==> config.mk <==
export PLATFORM = sky130hd
export DESIGN_NAME = gpio_alt_port
export DESIGN_NICKNAME = d
export VERILOG_FILES = /design/src/rtl/gpio_alt_pkg.sv /design/src/rtl/gpio_port_regs.sv /design/src/rtl/gpio_alt_map.sv /design/src/rtl/gpio_pin_mux.sv /design/src/rtl/gpio_in_sync.sv /design/src/rtl/gpio_alt_port.sv
export SDC_FILE = /design/constraint.sdc
export NUM_CORES = 1
export LEC_CHECK = 0
export CAP_MARGIN = 25
export CORE_AREA = 2 2 60 85
export CTS_BUF_LIST = sky130_fd_sc_hd__clkbuf_2
export DETAILED_ROUTE_END_ITERATION = 8
export DIE_AREA = 0 0 62 87
export GPL_TIMING_DRIVEN = 0
export PLACE_DENSITY_LB_ADDON = 0.12
export SLEW_MARGIN = 20
export SYNTH_ARGS = -nofsm -noshare
export SYNTH_HDL_FRONTEND = slang
export SYNTH_HIERARCHICAL = 1
export SYNTH_SLANG_ARGS = --single-unit
==> constraint.sdc <==
create_clock -name clk -period 2.6 [get_ports clk]
set_input_delay 0.39 -clock clk [delete_from_list [all_inputs] [get_ports clk]]
set_output_delay 0.39 -clock clk [all_outputs]
set_load 0.02 [all_outputs]
==> src/rtl/gpio_alt_pkg.sv <==
package gpio_alt_pkg;

    typedef enum logic [1:0] {
        PA_PIN  = 2'd0,
        PA_DIR  = 2'd1,
        PA_OUT  = 2'd2,
        PA_RSVD = 2'd3
    } port_addr_e;

    // Per-pin override record: each enable selects its paired value.
    typedef struct packed {
        logic pu_en;
        logic pu_val;
        logic dir_en;
        logic dir_val;
        logic dout_en;
        logic dout_val;
        logic din_en;
        logic din_val;
    } pin_ovr_t;

    localparam pin_ovr_t OVR_NONE = '0;

endpackage

==> src/rtl/gpio_port_regs.sv <==
module gpio_port_regs
    import gpio_alt_pkg::*;
#(
    parameter int WIDTH = 8
) (
    input  logic             clk,
    input  logic             rst_n,
    input  logic             wr_en,
    input  logic [1:0]       wr_addr,
    input  logic [WIDTH-1:0] wr_data,
    input  logic [1:0]       rd_addr,
    input  logic [WIDTH-1:0] pin_val,
    output logic [WIDTH-1:0] dir_q,
    output logic [WIDTH-1:0] out_q,
    output logic [WIDTH-1:0] rd_data
);

    port_addr_e wa;
    port_addr_e ra;
    assign wa = port_addr_e'(wr_addr);
    assign ra = port_addr_e'(rd_addr);

    always_ff @(posedge clk or negedge rst_n) begin
        if (!rst_n) begin
            dir_q <= '0;
            out_q <= '0;
        end else if (wr_en) begin
            case (wa)
                PA_PIN:  out_q <= out_q ^ wr_data;
                PA_DIR:  dir_q <= wr_data;
                PA_OUT:  out_q <= wr_data;
                default: ;
            endcase
        end
    end

    always_comb begin
        case (ra)
            PA_PIN:  rd_data = pin_val;
            PA_DIR:  rd_data = dir_q;
            PA_OUT:  rd_data = out_q;
            default: rd_data = '0;
        endcase
    end

    AST_TOGGLE_FLIPS: assert property (@(posedge clk) disable iff (!rst_n)
        (wr_en && wa == PA_PIN) |=> (out_q == ($past(out_q) ^ $past(wr_data))));

    AST_RSVD_WRITE_IGNORED: assert property (@(posedge clk) disable iff (!rst_n)
        (wr_en && wa == PA_RSVD) |=> ($stable(dir_q) && $stable(out_q)));

    AST_DIR_LOAD: assert property (@(posedge clk) disable iff (!rst_n)
        (wr_en && wa == PA_DIR) |=> (dir_q == $past(wr_data)));

endmodule

==> src/rtl/gpio_alt_map.sv <==
module gpio_alt_map
    import gpio_alt_pkg::*;
#(
    parameter int WIDTH = 8   // at least 4: pins 0..3 carry peripheral functions
) (
    input  logic                      pud,
    input  logic                      out0,
    input  logic                      rx_en,
    input  logic                      tx_en,
    input  logic                      tx_data,
    input  logic                      sclk_mode,
    input  logic                      sclk_out,
    input  logic                      ocmp_en,
    input  logic                      ocmp_out,
    input  logic                      cmp_in0_dis,
    input  logic                      cmp_in1_dis,
    output pin_ovr_t [WIDTH-1:0]      ovr
);

    always_comb begin
        for (int i = 0; i < WIDTH; i++) ovr[i] = OVR_NONE;

        // Pin 0: receive data, forced to input, pull-up from its own output bit
        ovr[0].dir_en   = rx_en;
        ovr[0].dir_val  = 1'b0;
        ovr[0].pu_en    = rx_en;
        ovr[0].pu_val   = out0 & ~pud;

        // Pin 1: transmit data, forced to output, no pull-up
        ovr[1].dir_en   = tx_en;
        ovr[1].dir_val  = 1'b1;
        ovr[1].pu_en    = tx_en;
        ovr[1].pu_val   = 1'b0;
        ovr[1].dout_en  = tx_en;
        ovr[1].dout_val = tx_data;

        // Pin 2: serial clock output, comparator input 0
        ovr[2].dout_en  = sclk_mode;
        ovr[2].dout_val = sclk_out;
        ovr[2].din_en   = cmp_in0_dis;
        ovr[2].din_val  = 1'b0;

        // Pin 3: timer compare output, comparator input 1
        ovr[3].dout_en  = ocmp_en;
        ovr[3].dout_val = ocmp_out;
        ovr[3].din_en   = cmp_in1_dis;
        ovr[3].din_val  = 1'b0;
    end

endmodule

==> src/rtl/gpio_pin_mux.sv <==
module gpio_pin_mux
    import gpio_alt_pkg::*;
#(
    parameter int               WIDTH       = 8,
    parameter logic [WIDTH-1:0] DBG_PU_MASK = WIDTH'(8'hB0)
) (
    input  logic                 pud,
    input  logic                 dbg_en,
    input  logic [WIDTH-1:0]     dir_q,
    input  logic [WIDTH-1:0]     out_q,
    input  pin_ovr_t [WIDTH-1:0] ovr,
    output logic [WIDTH-1:0]     pin_oe,
    output logic [WIDTH-1:0]     pin_out,
    output logic [WIDTH-1:0]     pin_pu,
    output logic [WIDTH-1:0]     pin_ie
);

    for (genvar i = 0; i < WIDTH; i++) begin : g_pin
        logic reg_pu;
        logic ovr_pu;
        assign reg_pu     = ~dir_q[i] & out_q[i] & ~pud;
        assign ovr_pu     = ovr[i].pu_en ? ovr[i].pu_val : reg_pu;
        assign pin_pu[i]  = ovr_pu | (DBG_PU_MASK[i] & dbg_en);
        assign pin_oe[i]  = ovr[i].dir_en  ? ovr[i].dir_val  : dir_q[i];
        assign pin_out[i] = ovr[i].dout_en ? ovr[i].dout_val : out_q[i];
        assign pin_ie[i]  = ovr[i].din_en  ? ovr[i].din_val  : 1'b1;
    end

endmodule

==> src/rtl/gpio_in_sync.sv <==
module gpio_in_sync #(
    parameter int WIDTH  = 8,
    parameter int STAGES = 2   // at least 2
) (
    input  logic             clk,
    input  logic             rst_n,
    input  logic [WIDTH-1:0] pin_in,
    input  logic [WIDTH-1:0] pin_ie,
    output logic [WIDTH-1:0] sync_val
);

    localparam int LAST = STAGES - 1;

    logic [WIDTH-1:0] stg [STAGES];

    always_ff @(posedge clk or negedge rst_n) begin
        if (!rst_n) stg[0] <= '0;
        else        stg[0] <= pin_in;
    end

    for (genvar k = 1; k < STAGES; k++) begin : g_stage
        always_ff @(posedge clk or negedge rst_n) begin
            if (!rst_n) stg[k] <= '0;
            else        stg[k] <= stg[k-1];
        end
    end

    assign sync_val = stg[LAST] & pin_ie;

    AST_SYNC_ADVANCE: assert property (@(posedge clk) disable iff (!rst_n)
        1'b1 |=> (stg[LAST] == $past(stg[LAST-1])));

    AST_FIRST_CAPTURE: assert property (@(posedge clk) disable iff (!rst_n)
        1'b1 |=> (stg[0] == $past(pin_in)));

endmodule

==> src/rtl/gpio_alt_port.sv <==
module gpio_alt_port
    import gpio_alt_pkg::*;
#(
    parameter int               WIDTH       = 8,
    parameter int               SYNC_STAGES = 2,
    parameter logic [WIDTH-1:0] DBG_PU_MASK = WIDTH'(8'hB0)
) (
    input  logic             clk,
    input  logic             rst_n,
    input  logic             wr_en,
    input  logic [1:0]       wr_addr,
    input  logic [WIDTH-1:0] wr_data,
    input  logic [1:0]       rd_addr,
    output logic [WIDTH-1:0] rd_data,
    input  logic [WIDTH-1:0] pin_in,
    output logic [WIDTH-1:0] pin_out,
    output logic [WIDTH-1:0] pin_oe,
    output logic [WIDTH-1:0] pin_pu,
    output logic [WIDTH-1:0] pin_ie,
    input  logic             pud,
    input  logic             dbg_en,
    input  logic             rx_en,
    output logic             rx_data_in,
    input  logic             tx_en,
    input  logic             tx_data,
    input  logic             sclk_mode,
    input  logic             sclk_out,
    output logic             sclk_in,
    input  logic             ocmp_en,
    input  logic             ocmp_out,
    input  logic             cmp_in0_dis,
    input  logic             cmp_in1_dis
);

    logic [WIDTH-1:0]     dir_q;
    logic [WIDTH-1:0]     out_q;
    logic [WIDTH-1:0]     sync_val;
    pin_ovr_t [WIDTH-1:0] ovr;

    gpio_port_regs #(.WIDTH(WIDTH)) u_regs (
        .clk     (clk),
        .rst_n   (rst_n),
        .wr_en   (wr_en),
        .wr_addr (wr_addr),
        .wr_data (wr_data),
        .rd_addr (rd_addr),
        .pin_val (sync_val),
        .dir_q   (dir_q),
        .out_q   (out_q),
        .rd_data (rd_data)
    );

    gpio_alt_map #(.WIDTH(WIDTH)) u_map (
        .pud         (pud),
        .out0        (out_q[0]),
        .rx_en       (rx_en),
        .tx_en       (tx_en),
        .tx_data     (tx_data),
        .sclk_mode   (sclk_mode),
        .sclk_out    (sclk_out),
        .ocmp_en     (ocmp_en),
        .ocmp_out    (ocmp_out),
        .cmp_in0_dis (cmp_in0_dis),
        .cmp_in1_dis (cmp_in1_dis),
        .ovr         (ovr)
    );

    gpio_pin_mux #(.WIDTH(WIDTH), .DBG_PU_MASK(DBG_PU_MASK)) u_mux (
        .pud     (pud),
        .dbg_en  (dbg_en),
        .dir_q   (dir_q),
        .out_q   (out_q),
        .ovr     (ovr),
        .pin_oe  (pin_oe),
        .pin_out (pin_out),
        .pin_pu  (pin_pu),
        .pin_ie  (pin_ie)
    );

    gpio_in_sync #(.WIDTH(WIDTH), .STAGES(SYNC_STAGES)) u_sync (
        .clk      (clk),
        .rst_n    (rst_n),
        .pin_in   (pin_in),
        .pin_ie   (pin_ie),
        .sync_val (sync_val)
    );

    assign rx_data_in = sync_val[0];
    assign sclk_in    = sync_val[2];

    AST_RX_PIN_INPUT: assert property (@(posedge clk) disable iff (!rst_n)
        rx_en |-> !pin_oe[0]);

    AST_TX_PIN_DRIVES: assert property (@(posedge clk) disable iff (!rst_n)
        tx_en |-> (pin_oe[1] && pin_out[1] == tx_data));

    AST_CMP_DIS_READS_ZERO: assert property (@(posedge clk) disable iff (!rst_n)
        cmp_in0_dis |-> (!sclk_in && !pin_ie[2]));

    AST_OCMP_DRIVES: assert property (@(posedge clk) disable iff (!rst_n)
        ocmp_en |-> (pin_out[3] == ocmp_out));

    always @(posedge clk) begin
        if (dbg_en) begin
            AST_DBG_PULLUPS: assert ((pin_pu & DBG_PU_MASK) == DBG_PU_MASK);
        end
    end

endmodule

==> impl_metrics.ini <==
[grt]
antenna_found_initial = 0
grt_overflow = 0
grt_max_degree = 33
gr-usage-all-layers_pct = 18.1
grt_pass1_vias = 1666
grt_first_pass_wirelength_um = 7270

[power]
powerDensity_nw_per_um2 = 460
switching_share_pct = 31.2
pwr-share-seq_pct = 41.4
power_frac_comb_pct = 36.6
switching_power_uw = 460
clkPwrFrac_pct = 22.0
internal_power_mw = 1.01
leakage_nw = 1.61
peakVddDrop_uv = 313

[cts]
clock_sinks = 32
clk_pin_slew_ns = 0.15
numCtsBuffers = 5
cts_buffer_depth = 2
cts_tree = built
clock-root-buffer = clkbuf_2
post_cts_buffers = 0
clk_latency_ns = 0.34
htree_num_levels = 2

[place]
routabilityCongestion = 0.762
portBuffers = 58
dp_hpwl_um = 3620

[die]
dieHeight_um = 87
num_rows = 30
dieWidth_um = 62
initial_core_util_pct = 49.0
io_pins = 76
die_area_sq_um = 5390
core_sq_um = 4690

[setup_path]
cp_slowest_cell = clkdlybuf4s50_1
cpMostUsedCell = clkdlybuf4s50_1
cp.arrival_ns = 2.13
worstPathRequired_ns = 2.21
cpPeakStageDelay_ns = 0.58
crit_chain = clkdlybuf4s50_1 > buf_6 > o41ai_2 > buf_4 > clkdlybuf4s50_1
path_class = in2out
critPathCaptureType = output pin
critPathBufInv = 4
cp_max_fo = 8
cp-start-kind = primary input
cp_top_family = buffers and inverters

[timing]
hold_viol_final = 0
maxSlewHeadroom_pct = 52.6
clock_skew_ns = 0.000555
fmax_mhz = 397
fin_crit_ns = 2.52
fin_crit_sh_pct = 96.8
worstMarginPinSlew_ns = 0.710
drv_slew = 0
setup_tns_ns = 0
grt_setup_unrepaired = no
finalSetupViolCount = 0

[cells_and_area]
area_growth_pct = 39.4
diodes = 0
final_layout_size_suffix_gt1_share_pct = 29.9
final_core_util_pct = 68.3
final_nets = 397

[synth]
syn-cell-area_sq_um = 2300
synth_enable_flop_cells = 0
synth_warnings = 6
ys_seq_area_share_pct = 34.8
async_flop_share_pct = 100
synth.distinct_cells = 19
ys.flop_type = dfrtp_1
synth_cells = 249
ys_ff_latch = 32
avgSynthCellArea_sq_um = 9.23

[routing]
wl_um = 4480
antenna_left = 0
vias = 1792
first_pass_iters = 4
drtIter0Drc = 51
routedWlPerCell_um = 10.5
drc = 0
routed_via_density = 4.19

[hold_path]
hp-class = in2async

[status]
status = completed

[run]
maxCapViolCount = 0
-- repair_timing --
| item | CTS | global route |
|---|---|---|
| setup endpoints to repair | 1 | 1 |
| pin swaps | 0 | 0 |
| hold buffers | 0 | 0 |
| resized for setup | 1 | 1 |
-- layout make-up --
class,count,area [sq um]
tap,64,80.1
fill,411,1490
sequential,32,801
buffer,74,553
clock buffer,6,30.0
timing repair buffer,58,577
multi-input combinational,176,1070
inverter,16,60.1
clock inverter,2,35.0
-- flip-flops by register name, summed over array words and instances, names as in the netlist --
| name | count |
|---|---|
| u_sync/stg | 16 |
| u_regs/dir_q | 8 |
| u_regs/out_q | 8 |
-- logic make-up (layout without fill, tap and decap cells) --
family	count (synthesis)	after routing	share of synthesized area (%)
simple gates	58	58	12.7
flops	32	32	34.8
other cells	2	51	0.327
compound gates	43	43	14.2
mux	24	24	11.3
buf+inv	90	156	26.7
-- cells in the mapped netlist, types with 3 or more instances --
library cell	instances	area, sq um
dfrtp_1	32	801
o21ai_0	24	120
nor2_1	8	30.0
nand2_1	29	109
and2_1	8	50.1
buf_4	68	510
nand2b_1	9	56.3
buf_2	4	20.0
a21oi_1	3	15.0
mux2i_1	8	80.1
inv_1	16	60.1
o41ai_2	8	130
o211ai_1	8	60.1
mux2_2	16	180
-- power by group through the flow --
stage          clock network (mW)  logic (mW)  registers (mW)
5_1_grt                     0.358       0.587           0.621
3_3_place_gp                    0       0.532           0.618
2_1_floorplan                   0       0.344           0.602
3_5_place_dp                    0       0.539           0.622
6_report                    0.324       0.539           0.610
4_1_cts                     0.338       0.540           0.612
-- cell usage in the layout (no fill, tap or decap) --
master,netlist,layout
a21oi_1,3,3
and2_1,8,8
buf_2,4,5
buf_4,68,68
buf_6,2,2
bufinv_16,0,1
clkbuf_2,0,6
clkdlybuf4s50_1,0,55
clkinv_2,0,1
conb_1,2,51
dfrtp_1,32,32
dlygate4sd2_1,0,1
dlymetal6s2s_1,0,1
inv_1,16,16
mux2_2,16,16
mux2i_1,8,8
nand2_1,29,29
nand2b_1,9,9
nand3b_4,1,1
nor2_1,8,8
nor2b_1,2,2
nor2b_4,1,1
o211ai_1,8,8
o21ai_0,24,24
o41ai_2,8,8
-- metrics by stage --
stage          std cells  worst slack [ns]  hold slack [ns]  instance area, sq um  power, mW
2_1_floorplan        298             0.654           0.0944                  2480      0.946
3_3_place_gp         420           -0.0300            0.331                  3140       1.15
3_5_place_dp         420          -0.00193            0.337                  3140       1.16
4_1_cts              428            0.0599           0.0650                  3200       1.49
5_1_grt              428           0.00873           0.0748                  3200       1.57
6_report             428            0.0839           0.0761                  3200       1.47
-- layer usage --
metal	wire [um]	up-vias	global-route usage, %
met5	0	-	0
met4	70	0	7.16
met3	280	7	4.61
met2	2380	50	31.2
met1	1750	806	20.7
li1	-	929	-
-- path summary, 6_finish.rpt --
| path | start | depth (start not counted) | end | slack (ns) |
|---|---|---|---|---|
| max in group asynchronous | rst_n | 1 | u_sync/stg[8]$_DFF_PN0_ | 2.07 |
| setup reg to reg | u_regs/dir_q[4]$_DFFE_PN0P_ | 1 | u_regs/dir_q[4]$_DFFE_PN0P_ | 1.76 |
| hold / removal | rst_n | 1 | u_sync/stg[14]$_DFF_PN0_ | 0.08 |
| setup / recovery | pud | 5 | pin_pu[1] | 0.08 |
| hold reg to reg | u_sync/stg[14]$_DFF_PN0_ | 0 | u_sync/stg[6]$_DFF_PN0_ | 0.37 |
| min in group clk | u_sync/stg[14]$_DFF_PN0_ | 0 | u_sync/stg[6]$_DFF_PN0_ | 0.37 |
No activity file was read; power rests on OpenSTA's default activity.
